<file path="src/rtl/baud_div_enc.sv">
module baud_div_enc #(
  parameter int DW = 16
) (
  input  logic          clk,
  input  logic          rst_n,
  input  logic          req_valid,
  output logic          req_ready,
  input  logic [DW-1:0] req_div,
  input  logic [DW-1:0] req_min,
  output logic          rsp_valid,
  input  logic          rsp_ready,
  output logic [7:0]    rsp_cfg,
  output logic [DW-1:0] rsp_divisor,
  output logic          rsp_err
);

  localparam int RW = DW + 1;

  logic          busy, vld;
  logic [DW-1:0] eff_q;
  logic [DW-1:0] d_nz, eff_in;
  logic [4:0]    f1, f2, s1, s2;
  logic [RW-1:0] mask, rnd;
  logic [3:0]    spr_w;
  logic          err_w;

  assign d_nz      = (req_div == '0) ? DW'(1) : req_div;
  assign eff_in    = (req_min != '0 && d_nz < req_min) ? req_min : d_nz;
  assign req_ready = !busy;
  assign rsp_valid = vld;

  always_comb begin
    f1 = '0;
    for (int i = 0; i < DW; i++) if (eff_q[i]) f1 = 5'(i + 1);
    s1   = (f1 > 5'd4) ? f1 - 5'd4 : 5'd0;
    mask = (RW'(1) << s1) - RW'(1);
    rnd  = ({1'b0, eff_q} + mask) & ~mask;
    f2 = '0;
    for (int i = 0; i < RW; i++) if (rnd[i]) f2 = 5'(i + 1);
    s2    = (f2 > 5'd4) ? f2 - 5'd4 : 5'd0;
    spr_w = 4'(rnd >> s2);
    err_w = s2 > 5'd7;
  end

  always_ff @(posedge clk) begin
    if (!rst_n) begin
      busy        <= 1'b0;
      vld         <= 1'b0;
      eff_q       <= '0;
      rsp_cfg     <= '0;
      rsp_divisor <= '0;
      rsp_err     <= 1'b0;
    end else begin
      if (!busy && req_valid) begin
        busy  <= 1'b1;
        eff_q <= eff_in;
      end
      if (busy && !vld) begin
        vld         <= 1'b1;
        rsp_err     <= err_w;
        rsp_cfg     <= err_w ? 8'h00 : {s2[2:1], 1'b0, s2[0], spr_w};
        rsp_divisor <= err_w ? '0 : rnd[DW-1:0];
      end
      if (vld && rsp_ready) begin
        vld  <= 1'b0;
        busy <= 1'b0;
      end
    end
  end


  busy_ready_chk: assert property (@(posedge clk) disable iff (!rst_n)
    rsp_valid |-> !req_ready);


  hold_rsp_chk: assert property (@(posedge clk) disable iff (!rst_n)
    (rsp_valid && !rsp_ready) |=> (rsp_valid && $stable(rsp_cfg) && $stable(rsp_divisor) && $stable(rsp_err)));


  not_below_chk: assert property (@(posedge clk) disable iff (!rst_n)
    (rsp_valid && !rsp_err) |-> (rsp_divisor >= eff_q));


  decode_chk: assert property (@(posedge clk) disable iff (!rst_n)
    (rsp_valid && !rsp_err) |-> (rsp_divisor == (DW'(rsp_cfg[3:0]) << {rsp_cfg[7:6], rsp_cfg[4]})));


  bit5_zero_chk: assert property (@(posedge clk) disable iff (!rst_n)
    rsp_valid |-> !rsp_cfg[5]);


  norm_chk: assert property (@(posedge clk) disable iff (!rst_n)
    (rsp_valid && !rsp_err && {rsp_cfg[7:6], rsp_cfg[4]} != 3'd0) |-> rsp_cfg[3]);

endmodule

</file>
<file path="config.mk">
export PLATFORM = sky130hd
export DESIGN_NAME = baud_div_enc
export DESIGN_NICKNAME = d
export VERILOG_FILES = /design/src/rtl/baud_div_enc.sv
export SDC_FILE = /design/constraint.sdc
export NUM_CORES = 1
export LEC_CHECK = 0
export ABC_CLOCK_PERIOD_IN_PS = 12010
export BUFFER_PORTS_ARGS = -buffer_cell sky130_fd_sc_hd__buf_2
export CORE_AREA = 5 5 109 111
export CTS_CLUSTER_DIAMETER = 150
export DETAILED_ROUTE_END_ITERATION = 8
export DIE_AREA = 0 0 114 116
export GPL_TIMING_DRIVEN = 0
export PLACE_DENSITY = 0.72
export SYNTH_ARGS = -nofsm -noshare
export SYNTH_HDL_FRONTEND = slang
export SYNTH_SLANG_ARGS = --single-unit
</file>
<file path="constraint.sdc">
create_clock -name clk -period 12.01 [get_ports clk]
set_input_delay 1.201 -clock clk [delete_from_list [all_inputs] [get_ports clk]]
set_output_delay 1.201 -clock clk [all_outputs]
set_load 0.005 [all_outputs]
</file>
# Word level (Yosys, flattened, before mapping)
# Cells that the tools add are included.
totals:
  reg_bits: 43
  latch_bits: 0
  ramBits: 0
  romBits: 0
  input_bits: 36
  output_inout_bits: 27
  wordCells: 67
  n_memories: 0
op_classes:
  n_addsub: 4
  n_mul: 0
  div_mod_pow: 0
  n_lt_le_gt_ge: 4
  n_eq_ne: 0
  shift: 2
  n_mux: 39
  bitwise_logic: 3
  n_reduce_logical: 9
op_table:
  columns: ["operator", "n"]
  rows:
  - ["two-way mux 5 bit", 33]
  - ["two-way mux 16 bit", 3]
  - ["adder 16 x 17 -> 17 bit", 1]
  - ["bitwise AND 17 bit", 1]
  - ["NOT 17 bit", 1]
  - ["left shift 1 x 5 -> 17 bit (first input constant)", 1]
  - [">> shifter 17 x 5 -> 4 bit", 1]
  - ["subtractor 17 x 2 -> 17 bit (second input constant)", 1]
  - ["zero test 16 bit", 1]
  - ["less-than comparator 16 bit", 1]
  - ["nonzero test 16 bit", 1]
  - ["greater-than comparator 5 x 3 -> 1 bit (second input constant)", 3]
  - ["subtractor 5 x 3 -> 5 bit (second input constant)", 2]
  - ["two-way mux 8 bit", 1]
  - ["logical AND 1 bit", 4]
  - ["zero test 1 bit", 2]
  - ["two-way mux 1 bit", 2]
  - ["OR reduction 2 bit", 1]
  - ["NOT 1 bit", 1]

# Depth between registers and ports, before layout
# Gate-level depths: netlist (run 1).
depth:
  word_depth: 43
  ltp_mapped: 35
  depth_no_buf: 33

# Least setup slack after synthesis (run 1)
# No wires, ideal clock.
synth_timing:
  path_kind: "reg-to-reg"
  startpoint: "reg eff_q[8]"
  endpoint: "reg rsp_divisor[15]"
  setup_ns: 0.059
  arrival_time_ns: 6.949
  required_ns: 11.951
  slack_ns: 5.002
  stages_incl_launch_ff: 34
  path_buffers: 3
  period_less_slack_ns: 7.008
  cell_sequence: "dfxtp_1 -> or4_4 -> o21a_1 -> nor2_1 -> ha_1 -> nand2b_1 -> nor2_1 -> o21a_1 -> o211ai_2 -> a21oi_1 -> inv_1 -> ha_1 -> clkbuf_1 -> a31oi_1 -> nand2_1 -> ha_1 -> clkbuf_1 -> a21oi_1 -> nand2_1 -> a221oi_1 -> a21boi_0 -> o21ai_0 -> o41ai_2 -> mux2i_1 -> nor2_1 -> o21ai_0 -> ha_1 -> or4_1 -> a211oi_1 -> a21oi_1 -> o21a_1 -> buf_6 -> o31ai_1 -> and2_1"
synth_via:
  elab_chain_cells: 35
  elab_cells_between_ends: 38
  cone_classes: "add/sub (4); order compare (3); shift (1); mux (28); bitwise (2)"
synth_lines:
  columns: ["item", "line_no", "rtl"]
  rows:
  - ["start: declaration", "20", "logic [DW-1:0] eff_q;"]
  - ["start signal: assignment", "56", "eff_q <= eff_in;"]
  - ["two-way mux 5 bit (8 in series)", "34", "for (int i = 0; i < DW; i++) if (eff_q[i]) f1 = 5'(i + 1);"]
  - ["subtractor 5 x 3 -> 5 bit / greater-than comparator 5 x 3 -> 1 bit (equally long branches)", "35", "s1 = (f1 > 5'd4) ? f1 - 5'd4 : 5'd0;"]
  - ["two-way mux 5 bit", "35", null]
  - ["left shift 1 x 5 -> 17 bit", "36", "mask = (RW'(1) << s1) - RW'(1);"]
  - ["subtractor 17 x 2 -> 17 bit", "36", null]
  - ["adder 16 x 17 -> 17 bit / NOT 17 bit (equally long branches)", "37", "rnd = ({1'b0, eff_q} + mask) & ~mask;"]
  - ["bitwise AND 17 bit *", "37", null]
  - ["two-way mux 1 bit", "39", "for (int i = 0; i < RW; i++) if (rnd[i]) f2 = 5'(i + 1);"]
  - ["two-way mux 5 bit (16 in series)", "39", null]
  - ["subtractor 5 x 3 -> 5 bit / greater-than comparator 5 x 3 -> 1 bit (equally long branches)", "40", "s2 = (f2 > 5'd4) ? f2 - 5'd4 : 5'd0;"]
  - ["two-way mux 5 bit", "40", null]
  - ["greater-than comparator 5 x 3 -> 1 bit", "42", "err_w = s2 > 5'd7;"]
  - ["two-way mux 16 bit *", "62", "rsp_divisor <= err_w ? '0 : rnd[DW-1:0];"]
  - ["end signal: assignment", "62", null]
  - ["end: declaration", "13", "output logic [DW-1:0] rsp_divisor,"]
# Every way passes the cells marked *; elsewhere a longest branch is shown, timed or not.
# A chain may end at the register's enable or synchronous reset.

# Worst setup path in the final report (run 1)
layout_timing:
  startpoint: "reg eff_q[15]"
  endpoint: "reg rsp_divisor[6]"
layout_via:
  elab_chain_cells: 28
  elab_cells_between_ends: 31
  cone_classes: "add/sub (4); order compare (3); shift (1); mux (21); bitwise (2)"
layout_lines:
  columns: ["item", "line_no"]
  rows:
  - ["two-way mux 5 bit", "34"]
  - ["subtractor 5 x 3 -> 5 bit / greater-than comparator 5 x 3 -> 1 bit (equally long branches)", "35"]
  - ["two-way mux 5 bit", "35"]
  - ["left shift 1 x 5 -> 17 bit", "36"]
  - ["subtractor 17 x 2 -> 17 bit", "36"]
  - ["adder 16 x 17 -> 17 bit / NOT 17 bit (equally long branches)", "37"]
  - ["bitwise AND 17 bit *", "37"]
  - ["two-way mux 1 bit", "39"]
  - ["two-way mux 5 bit (16 in series)", "39"]
  - ["subtractor 5 x 3 -> 5 bit / greater-than comparator 5 x 3 -> 1 bit (equally long branches)", "40"]
  - ["two-way mux 5 bit", "40"]
  - ["greater-than comparator 5 x 3 -> 1 bit", "42"]
  - ["two-way mux 16 bit *", "62"]
# Marked as above.

==> results of run 1 <==
-- registers in the layout (all words and copies together), names as in the netlist --
signal / cells
rsp_err: 1
rsp_cfg: 7
rsp_valid: 1
rsp_divisor: 16
busy: 1
eff_q: 16
-- per-stage QoR --
step	setup slack, ns	util
floorplan	5.00	-
global placement	2.79	0.485
detailed placement	2.71	0.485
CTS	2.65	0.494
global route	1.90	0.494
finish	2.35	0.494
-- cells by family (layout without fill, tap and decap cells) --
group                      Yosys count  in the layout  share of synthesized area
AOI/OAI and AO/OA                  222            222                      0.338
xor gates and xnor gates            11             11                     0.0205
adders and majority gates           39             39                      0.105
buffers and inverters               74            143                     0.0638
DFF                                 42             42                      0.179
muxes                               16             16                     0.0348
other                                1              3                   0.000797
and+or+nand+nor                    226            226                      0.258
-- tightest hold or removal path: stages, from the launching register on --
cell	delay, ns
dfxtp_1	0.32
nand3_1	0.07
o21ai_1	0.05
-- per-layer routing --
metal / wire (um) / vias to the layer above
li1: - / 2494
met1: 7110 / 2429
met2: 7120 / 216
met3: 1010 / 30
met4: 412 / 0
met5: 0 / -
-- placed cells by master, fill, tap and decap left out, types with 5 or more instances in the layout --
cell type / instances
nor3_1: 8
and2_1: 6
o211ai_1: 11
nand3_1: 15
ha_1: 38
clkbuf_1: 35
and3_1: 5
a21o_1: 13
buf_2: 64
a211oi_1: 8
or2_2: 6
mux2i_1: 13
nand2b_1: 12
nand2_1: 39
inv_1: 32
o21ai_1: 10
a21oi_1: 68
o21ai_0: 36
a31oi_1: 7
o21a_1: 7
nor4_1: 13
nor2b_1: 9
clkbuf_8: 5
nor2_1: 74
nand4_1: 8
xor2_1: 7
dfxtp_1: 42
-- power by group through the flow --
stage	combinational [mW]	clock, mW	sequential (mW)
final	0.903	0.0966	0.177
after global routing	0.979	0.103	0.179
after CTS	0.886	0.0974	0.176
after detailed placement	0.879	0	0.180
after global placement	0.869	0	0.179
after floorplan	0.669	0	0.176
-- worst min path at each step --
stage / start / end / slack (ns) / cells past startpoint
floorplan: rsp_cfg[1]$_SDFFE_PN0P_ / rsp_cfg[1]$_SDFFE_PN0P_ / 0.45 / 2
global placement: rsp_cfg[1]$_SDFFE_PN0P_ / rsp_cfg[1]$_SDFFE_PN0P_ / 0.46 / 2
detailed placement: rsp_cfg[1]$_SDFFE_PN0P_ / rsp_cfg[1]$_SDFFE_PN0P_ / 0.47 / 2
CTS: rsp_cfg[1]$_SDFFE_PN0P_ / rsp_cfg[1]$_SDFFE_PN0P_ / 0.47 / 2
global route: rsp_cfg[1]$_SDFFE_PN0P_ / rsp_cfg[1]$_SDFFE_PN0P_ / 0.49 / 2
finish: rsp_cfg[1]$_SDFFE_PN0P_ / rsp_cfg[1]$_SDFFE_PN0P_ / 0.48 / 2
-- cell type report --
| type | instances | area, um^2 | share of cell area |
|---|---|---|---|
| Buffer | 41 | 176 | 0.0334 |
| Inverter | 33 | 124 | 0.0234 |
| Timing Repair Buffer | 61 | 305 | 0.0578 |
| Tap cell | 140 | 175 | 0.0331 |
| Clock inverter | 3 | 25.0 | 0.00473 |
| Clock buffer | 5 | 68.8 | 0.0130 |
| Multi-Input combinational cell | 517 | 3570 | 0.675 |
| Sequential cell | 42 | 841 | 0.159 |
==> metrics.txt, run 1 <==
WL final=15700 um; met3 usage=0.0193; Worst Setup EP=rsp_divisor[6]$_SDFFE_PN0P_; fin cells=842; crit path from=eff_q[15]$_SDFFE_PN0P_; layout cells sized above 1=0.172; TritonCTS buffer count=5; worst slew pin tran=roughly 1.2 ns; htree depth=2; P per Cell Area=223 nW/um^2; sequential fraction of the synthesis area=0.179; critical path capture point type=register; relative slew slack=0.152; number of synthesized flops with an enable pin=0; synth cell count leaders=74 x nor2_1, 68 x a21oi_1, 42 x dfxtp_1; Root Buffer=clkbuf_8; die height=around 120 um; Clock Pin Slew Worst Setup and Hold Paths=0.09 ns; total chip power=between 1 and 1.5 mW; setup bufs post-CTS=0; Mapped Area=~4700 um^2; latest clock arrival within the worst-skew pair=0.32 ns; DRC viols=0; Fin. Hold Viols=0; M1 GR Usage=0.327; first-pass GRT wire length=between 20000 and 30000 um; Port Buffers=61; largest area contributor in the netlist=dfxtp_1; Starting Density=0.440; Flop pwr share=0.150; worst clock skew=0.0120 ns; antenna cells=0; setup TNS=0 ns; RSZ-0062 raised after global routing=false; Worst path depth=34; Via-to-Cell Ratio=a little over 6; Rows=38; CTS tree=built; Top FF cell, synth=dfxtp_1; Synth cell types=91; Synth Warn #=0; CTS Buffer Depth=2; wire length per cell=18.6 um; Die ar.=13200 um^2; CP arrival=9.91 ns; Internal=0.543 mW; CP max stage delay=0.67 ns; nets@finish=776; DRT antenna net count=0; fmax=about 0.10 GHz; LEAKAGE=2.29 nW; post-detail-place hpwl=between 10000 and 15000 um; Area after DPL=5190 um^2; Design Area, Final=roughly 5300 um^2; Sw Pwr=0.634 mW; Reg2Reg Depth=34; worst flop-to-flop path startpoint=eff_q[15]$_SDFFE_PN0P_; clock sinks=42; FF+latch count, synth=42; minimum clock period=9.66 ns; hold slack final=0.477 ns; worst hold-check path type=reg -> reg; Max Cap Viol=0; area growth from synthesis to layout=12.4%; crit-path leading delay family=compound AO/OA/AOI/OAI gates; top-count cell post-synth=nor2_1; Comb pwr share=0.767; Post-CTS Resized=0; final critical-path share of the clock period=0.804; number of global-route vias before repair=4849; async set-reset flop share out of synthesis=0; top cells by area, synth=dfxtp_1 18%, ha_1 10%, a21oi_1 7.2%, nor2_1 5.9%, o21ai_0 3.8%; DR iter-0 viols=between 300 and 400; maximum VDD drop=0.127 mV; RD Place Congestion=~0.95; total gr overflow=0; DR vias=5169; Core ar.=10700 um^2; Cells after Synth=631; Slew Viols, Final=0; switching share of power=0.539; initial antenna violation count=0; Most Frequent Cell on Critical Path=nor2_1; clock network power share=0.082; CP max-delay cell=dfxtp_1; # IOs=63; terminus of the critical flop-to-flop path=rsp_divisor[6]$_SDFFE_PN0P_; CP Class=reg -> reg; setup violators final=0; Cells after DPL=834; DRT Pass-1 Iters=5; Post-Syn Area per Cell=7.45 um^2; layout filler cell count=between 1000 and 1500; largest net degree at the start of global routing=16; Data required, critical path=12.26 ns; hold buffers post-CTS=0; buffers and inverters on the worst path=6; status=finished clean; GRT Overall Usage=0.235; Yosys top cell area share=0.179; Die W=between 100 and 150 um; worst-path fanout max=10; CP Launch Type=register; layer with the highest usage=met2; GRT met2 Usage=0.386; r2r setup slk=about 2.4 ns
Power figures use the tool's default switching activity.
==> run 2, diff against run 1 <==
Settings changed: ABC_CLOCK_PERIOD_IN_PS 12010 to 8000, PLACE_DENSITY 0.72 to 0.74.
Clock period 12.01 ns to 8 ns, I/O delays scaled along.
==> run 2 against run 1 <==
Flip-flop and latch count did not move. Combinational power increased by 58%. Register-to-register slack worse by 2.0 ns. Maximum frequency rose by 27%. Final area grew 3.8%. Global-route usage is 0.26 points higher. Sequential power grew 51%. Cell count rose by 0.83%. Critical path depth down 1. Count of clock-buffer cells in the layout stayed put. Power rose by 57%. Largest cell class unchanged.
==> metrics.txt, run 2 (synthesized netlist as in run 1, its figures left out) <==
multi-input logic area=3700 um^2 (+3.5%); Data required, critical path=8.25 ns (-4.01 ns); total gr overflow=0 (unchanged); initial antenna violation count=0 (unchanged); Internal=0.865 mW (+59%); worst hold-check path type=reg -> reg; # IOs=63 (unchanged); CTS Buffer Depth=2 (unchanged); Flop pwr share=0.146 (-0.004); fmax=0.131 GHz (+27%); most common cell after layout, fill and taps aside=nor2_1; hold buffers post-CTS=0 (unchanged); maximum VDD drop=0.178 mV (+40%); Die ar.=13200 um^2 (unchanged); layout filler cell count=1049 (-5.3%); FF+latch area=847 um^2 (+0.74%); LEAKAGE=2.35 nW (+2.8%); Worst Setup EP=rsp_divisor[10]$_SDFFE_PN0P_; RD Place Congestion=0.959 (+0.83%); wire length per cell=18.5 um (-0.57%); r2r setup slk=0.37 ns (-1.98 ns); crit path from=eff_q[8]$_SDFFE_PN0P_; critical path capture point type=register; Sw Pwr=0.978 mW (+54%); Via-to-Cell Ratio=6.21 (+1.1%); antenna cells=0 (unchanged); CTS tree=built; DRT Pass-1 Iters=5 (unchanged); Slew Viols, Final=0 (unchanged); Core Util, Final=0.513 (+0.0186); DR iter-0 viols=339 (-1.2%); CP Launch Type=register; area growth from synthesis to layout=16.6%; Clock Pin Slew Worst Setup and Hold Paths=0.09 ns (about the same); latest clock arrival within the worst-skew pair=0.31 ns (about the same); Core ar.=10700 um^2 (unchanged); worst-path fanout max=10 (unchanged); Worst Hold Launch=rsp_cfg[1]$_SDFFE_PN0P_; worst slew pin tran=1.24 ns (+0.00449 ns); relative slew slack=0.149 (-0.00307); terminus of the critical flop-to-flop path=rsp_divisor[10]$_SDFFE_PN0P_; Fin. Hold Viols=0 (unchanged); post-detail-place hpwl=12500 um (-0.73%); status=finished clean; first-pass GRT wire length=25600 um (+1.6%); CP max stage delay=0.55 ns (-0.12 ns); clock network power share=0.079 (-0.003); P per Cell Area=336 nW/um^2 (+51%); die height=116 um (unchanged); CP Class=reg -> reg; worst flop-to-flop path startpoint=eff_q[8]$_SDFFE_PN0P_; setup violators final=0 (unchanged); DRT antenna net count=0 (unchanged); Root Buffer=clkbuf_8; clock sinks=42 (unchanged); Comb pwr share=0.775 (+0.008); GRT Overall Usage=0.237 (+0.00261); switching share of power=0.531 (-0.00809); TritonCTS buffer count=5 (unchanged); largest registers=eff_q x16, rsp_divisor x16, rsp_cfg x7; largest net degree at the start of global routing=16 (unchanged); worst clock skew=0.0134 ns (+0.00135 ns); Rows=38 (unchanged); DR vias=5271 (+2.0%); WL final=15700 um (+0.26%); CP max-delay cell=or4_4; number of global-route vias before repair=5041 (+4.0%); Starting Density=0.440 (unchanged); CP arrival=7.88 ns (-2.03 ns); minimum clock period=7.63 ns (-2.03 ns); nets@finish=783 (+0.90%); Max Cap Viol=0 (unchanged); Port Buffers=61 (unchanged); hold slack final=0.470 ns (-0.00751 ns); Reg2Reg Depth=33 (-2.9%); layout cells sized above 1=0.220 (+0.0477); final critical-path share of the clock period=0.954 (+0.150); DRC viols=0 (unchanged); htree depth=2 (unchanged); Die W=114 um (unchanged); most frequent cells in the layout=71 x nor2_1, 66 x a21oi_1, 64 x buf_2
run 2: per-stage QoR:
| step | cell area (um^2) | setup TNS [ns] | cells | worst slack, ns | power (mW) |
|---|---|---|---|---|---|
| after floorplan | 4710 | 0 | 633 | 0.992 | 1.27 |
| after global placement | 5190 | -25.93 | 834 | -1.14 | 1.56 |
| after detailed placement | 5190 | -29.30 | 834 | -1.26 | 1.58 |
| after CTS | 5370 | 0 | 846 | 0.0177 | 1.77 |
| after global routing | 5480 | -0.137 | 849 | -0.0487 | 1.99 |
| final | 5480 | 0 | 849 | 0.368 | 1.84 |
run 2: worst min path at each step:
stage / endpoint / slack, ns / depth (start not counted)
detailed placement: rsp_cfg[1]$_SDFFE_PN0P_ / 0.46 / 2
floorplan: rsp_cfg[1]$_SDFFE_PN0P_ / 0.45 / 2
CTS: rsp_cfg[1]$_SDFFE_PN0P_ / 0.47 / 2
finish: rsp_cfg[1]$_SDFFE_PN0P_ / 0.47 / 2
global placement: rsp_cfg[1]$_SDFFE_PN0P_ / 0.46 / 2
global route: rsp_cfg[1]$_SDFFE_PN0P_ / 0.50 / 2
run 2: critical path: cells and delay by family, from the launching register on:
kind / cells / cell delay, ns
DFF: 1 / 0.40
muxes: 1 / 0.15
AOI/OAI and AO/OA: 12 / 2.42
and+or+nand+nor: 13 / 3.07
adders and majority gates: 4 / 0.96
buffers and inverters: 3 / 0.56
run 2: cell type report:
cell class | count | share of cell area
multi-input cells | 517 | 0.674
well taps | 140 | 0.0319
flip-flops and latches | 42 | 0.154
clock buffers | 5 | 0.0125
repair buffers | 69 | 0.0666
inverters | 33 | 0.0226
plain buffers | 40 | 0.0333
clock inverters | 3 | 0.00456
run 2: power groups by stage:
stage	clock network [mW]	registers (mW)	logic (mW)
3_5_place_dp	0	0.271	1.30
5_1_grt	0.157	0.273	1.56
3_3_place_gp	0	0.269	1.29
2_1_floorplan	0	0.264	1.00
6_report	0.145	0.268	1.43
4_1_cts	0.149	0.266	1.35
run 2: timing repair:
action	4_1_cts	5_1_grt
endpoints found under the hold margin	0	0
gates cloned	0	0
pin swaps	4	8
resized for setup	14	28
buffers inserted	4	4
endpoints found under the setup margin	24	24
run 2: routing by layer:
metal / share of wire / track usage / vias up
li1: - / - / 2503
met1: 0.45 / 0.326 / 2521
met2: 0.45 / 0.380 / 215
met3: 0.060 / 0.0251 / 32
met4: 0.032 / 0.0990 / 0
met5: 0 / 0 / -
==> run 3, diff against run 2 <==
Settings changed: ABC_AREA set to 1, ABC_CLOCK_PERIOD_IN_PS 8000 to 9800, CORE_AREA 5 5 109 111 to 5 5 102 104, DIE_AREA 0 0 114 116 to 0 0 107 109, HOLD_SLACK_MARGIN set to 0.02, PLACE_DENSITY 0.74 to 0.73.
Clock period 8 ns to 9.8 ns, I/O delays scaled along.
==> run 3 against run 2 <==
Register-to-register slack gained 2.8 ns. Critical path depth is 12 higher. Flip-flop and latch count did not move. Utilization down 1.5 points. Setup slack gained 2.8 ns. Clock skew shrank 0.0084 ns. Via count shrank 19%. Maximum frequency grew 15%. First-iteration DRC count fell by 46%.
==> metrics.txt, run 3 <==
Synth cell types=46 (-49%); worst clock skew=0.00495 ns (-0.00840 ns); initial antenna violation count=0 (unchanged); CP Class=reg -> reg; layout filler cell count=1011 (-3.6%); Port Buffers=61 (unchanged); clock network power share=0.089 (+0.010); Post-CTS Resized=0 (-14); Data required, critical path=9.97 ns (+1.72 ns); CTS Buffer Depth=2 (unchanged); largest net degree at the start of global routing=13 (-3); CP max-delay cell=dfxtp_1; CP Launch Type=register; Comb pwr share=0.762 (-0.013); WL final=10500 um (-33%); clock sinks=42 (unchanged); fin cells=847 (-0.24%); LEAKAGE=2.41 nW (+2.4%); post-detail-place hpwl=9040 um (-28%); Core ar.=9460 um^2 (-12%); DRT Pass-1 Iters=6 (+1); first-pass GRT wire length=17900 um (-30%); Rows=36 (-5.3%); wire length per cell=12.4 um (-33%); worst hold-check path type=reg -> reg; top cells by area, synth=dfxtp_1 20%, nand2_1 17%, ha_1 11%, a21oi_1 8.5%, inv_1 7.9%; TritonCTS buffer count=5 (unchanged); Max Cap Viol=0 (unchanged); DRT antenna net count=0 (unchanged); layout cells sized above 1=0.179 (-0.0413); Most Frequent Cell on Critical Path=nand2_1; async set-reset flop share out of synthesis=0 (unchanged); Die ar.=11700 um^2 (-12%); DRC viols=0 (unchanged); setup bufs post-CTS=0 (-4); P per Cell Area=312 nW/um^2 (-7.3%); largest area contributor in the netlist=dfxtp_1; Top FF cell, synth=dfxtp_1; number of synthesized flops with an enable pin=0 (unchanged); Die W=107 um (-6.1%); final critical-path share of the clock period=0.680 (-0.274); total gr overflow=0 (unchanged); Cells after Synth=662 (+4.9%); Flop pwr share=0.149 (+0.003); Fin. Hold Viols=0 (unchanged); Final WS setup=3.14 ns (+2.77 ns); die height=109 um (-6.0%); maximum VDD drop=0.120 mV (-33%); Via-to-Cell Ratio=5.04 (-19%); critical path capture point type=register; fmax=0.150 GHz (+15%); area growth from synthesis to layout=13.6%; largest registers=eff_q x16, rsp_divisor x16, rsp_cfg x7; switching share of power=0.540 (+0.00918); sequential fraction of the synthesis area=0.203 (+0.0241); Root Buffer=clkbuf_8; Synth Warn #=0 (unchanged); multi-input logic area=2810 um^2 (-24%); # IOs=63 (unchanged); hold buffers post-CTS=0 (unchanged); Cells after DPL=839 (+0.60%); Slew Viols, Final=0 (unchanged); Yosys top cell area share=0.203 (+0.0241); most common cell after layout, fill and taps aside=nand2_1; number of global-route vias before repair=4200 (-17%); htree depth=2 (unchanged); Post-Syn Area per Cell=6.26 um^2 (-16%); worst slew pin tran=0.618 ns (-0.626 ns); hold slack final=0.464 ns (-0.00611 ns); Mapped Area=4150 um^2 (-12%); CTS tree=built; DR vias=4265 (-19%); antenna cells=0 (unchanged); top-count cell post-synth=nand2_1; Sw Pwr=0.792 mW (-19%); worst-path fanout max=8 (-2); nets@finish=807 (+3.1%); relative slew slack=0.588 (+0.439); FF+latch area=841 um^2 (-0.74%); Starting Density=0.438 (-0.00142); synth cell count leaders=191 x nand2_1, 87 x inv_1, 70 x a21oi_1; DR iter-0 viols=183 (-46%); total chip power=1.47 mW (-20%); setup TNS=0 ns (unchanged); CP max stage delay=0.42 ns (-0.13 ns); setup violators final=0 (unchanged); GRT Overall Usage=0.185 (-0.0525); latest clock arrival within the worst-skew pair=0.29 ns (-0.02 ns); FF+latch count, synth=42 (unchanged); dpl ws=3.18 ns (+4.44 ns); minimum clock period=6.66 ns (-0.967 ns); CP arrival=6.83 ns (-1.05 ns); status=finished clean; RSZ-0062 raised after global routing=false; Internal=0.676 mW (-22%); most frequent cells in the layout=191 x nand2_1, 87 x inv_1, 70 x a21oi_1; RD Place Congestion=0.922 (-3.9%); Clock Pin Slew Worst Setup and Hold Paths=0.08 ns (about the same)
run 3: changes by cell type in the layout (fill, tap and decap cells not counted), moves of 10 or more:
cell / delta
nand2_2: +10
nand3_1: +23
mux2i_1: -12
nand2b_1: -12
inv_1: +55
nand2_1: +152
nor2_1: -41
o21ai_0: -12
a21o_1: -13
run 3: layout make-up:
cell class                 instances  area share
buffer                            30      0.0279
clock buffer                       8      0.0234
inverter                          97      0.0794
multi-input combinational        495       0.596
sequential                        42       0.178
tap                              114      0.0303
timing repair buffer              61      0.0648
run 3: path summary, 6_finish.rpt:
| path | depth (start not counted) | end | from | slack [ns] |
|---|---|---|---|---|
| worst max register to register | 45 | rsp_cfg[2]$_SDFFE_PN0P_ | eff_q[3]$_SDFFE_PN0P_ | 3.14 |
| worst min register to register | 2 | rsp_divisor[13]$_SDFFE_PN0P_ | rsp_divisor[13]$_SDFFE_PN0P_ | 0.46 |
| worst max-delay path | 45 | rsp_cfg[2]$_SDFFE_PN0P_ | eff_q[3]$_SDFFE_PN0P_ | 3.14 |
| worst min-delay path | 2 | rsp_divisor[13]$_SDFFE_PN0P_ | rsp_divisor[13]$_SDFFE_PN0P_ | 0.46 |
run 3: kinds of logic after synthesis:
logic type,synth area share
compound gates,0.170
simple gates,0.366
xor+xnor,0.0187
buf+inv,0.122
other cells,0.000905
fa+ha+maj,0.120
flops,0.203
run 3: through the flow:
stage	utilization	instance area, um^2
after floorplan	-	4150
after global routing	0.498	4710
after global placement	0.486	4600
final	0.498	4710
after CTS	0.498	4710
after detailed placement	0.486	4600
run 3: critical path: cells and delay by family, from the launching register on:
kind	cells	cell delay (ns)
DFF	1	0.42
buffers and inverters	4	0.39
and+or+nand+nor	25	2.68
xor gates and xnor gates	1	0.27
adders and majority gates	3	0.76
AOI/OAI and AO/OA	12	1.98
run 3: power by group through the flow:
stage / clock network, mW / registers (mW) / logic [mW]
floorplan: 0 / 0.224 / 0.879
global placement: 0 / 0.221 / 1.09
detailed placement: 0 / 0.223 / 1.11
CTS: 0.136 / 0.219 / 1.12
global route: 0.143 / 0.224 / 1.27
finish: 0.130 / 0.219 / 1.12
run 3: metal layers:
layer	track usage	wire (um)
met3	0.0219	362
met1	0.221	4690
met2	0.352	5250
met5	0	0
met4	0.0411	194
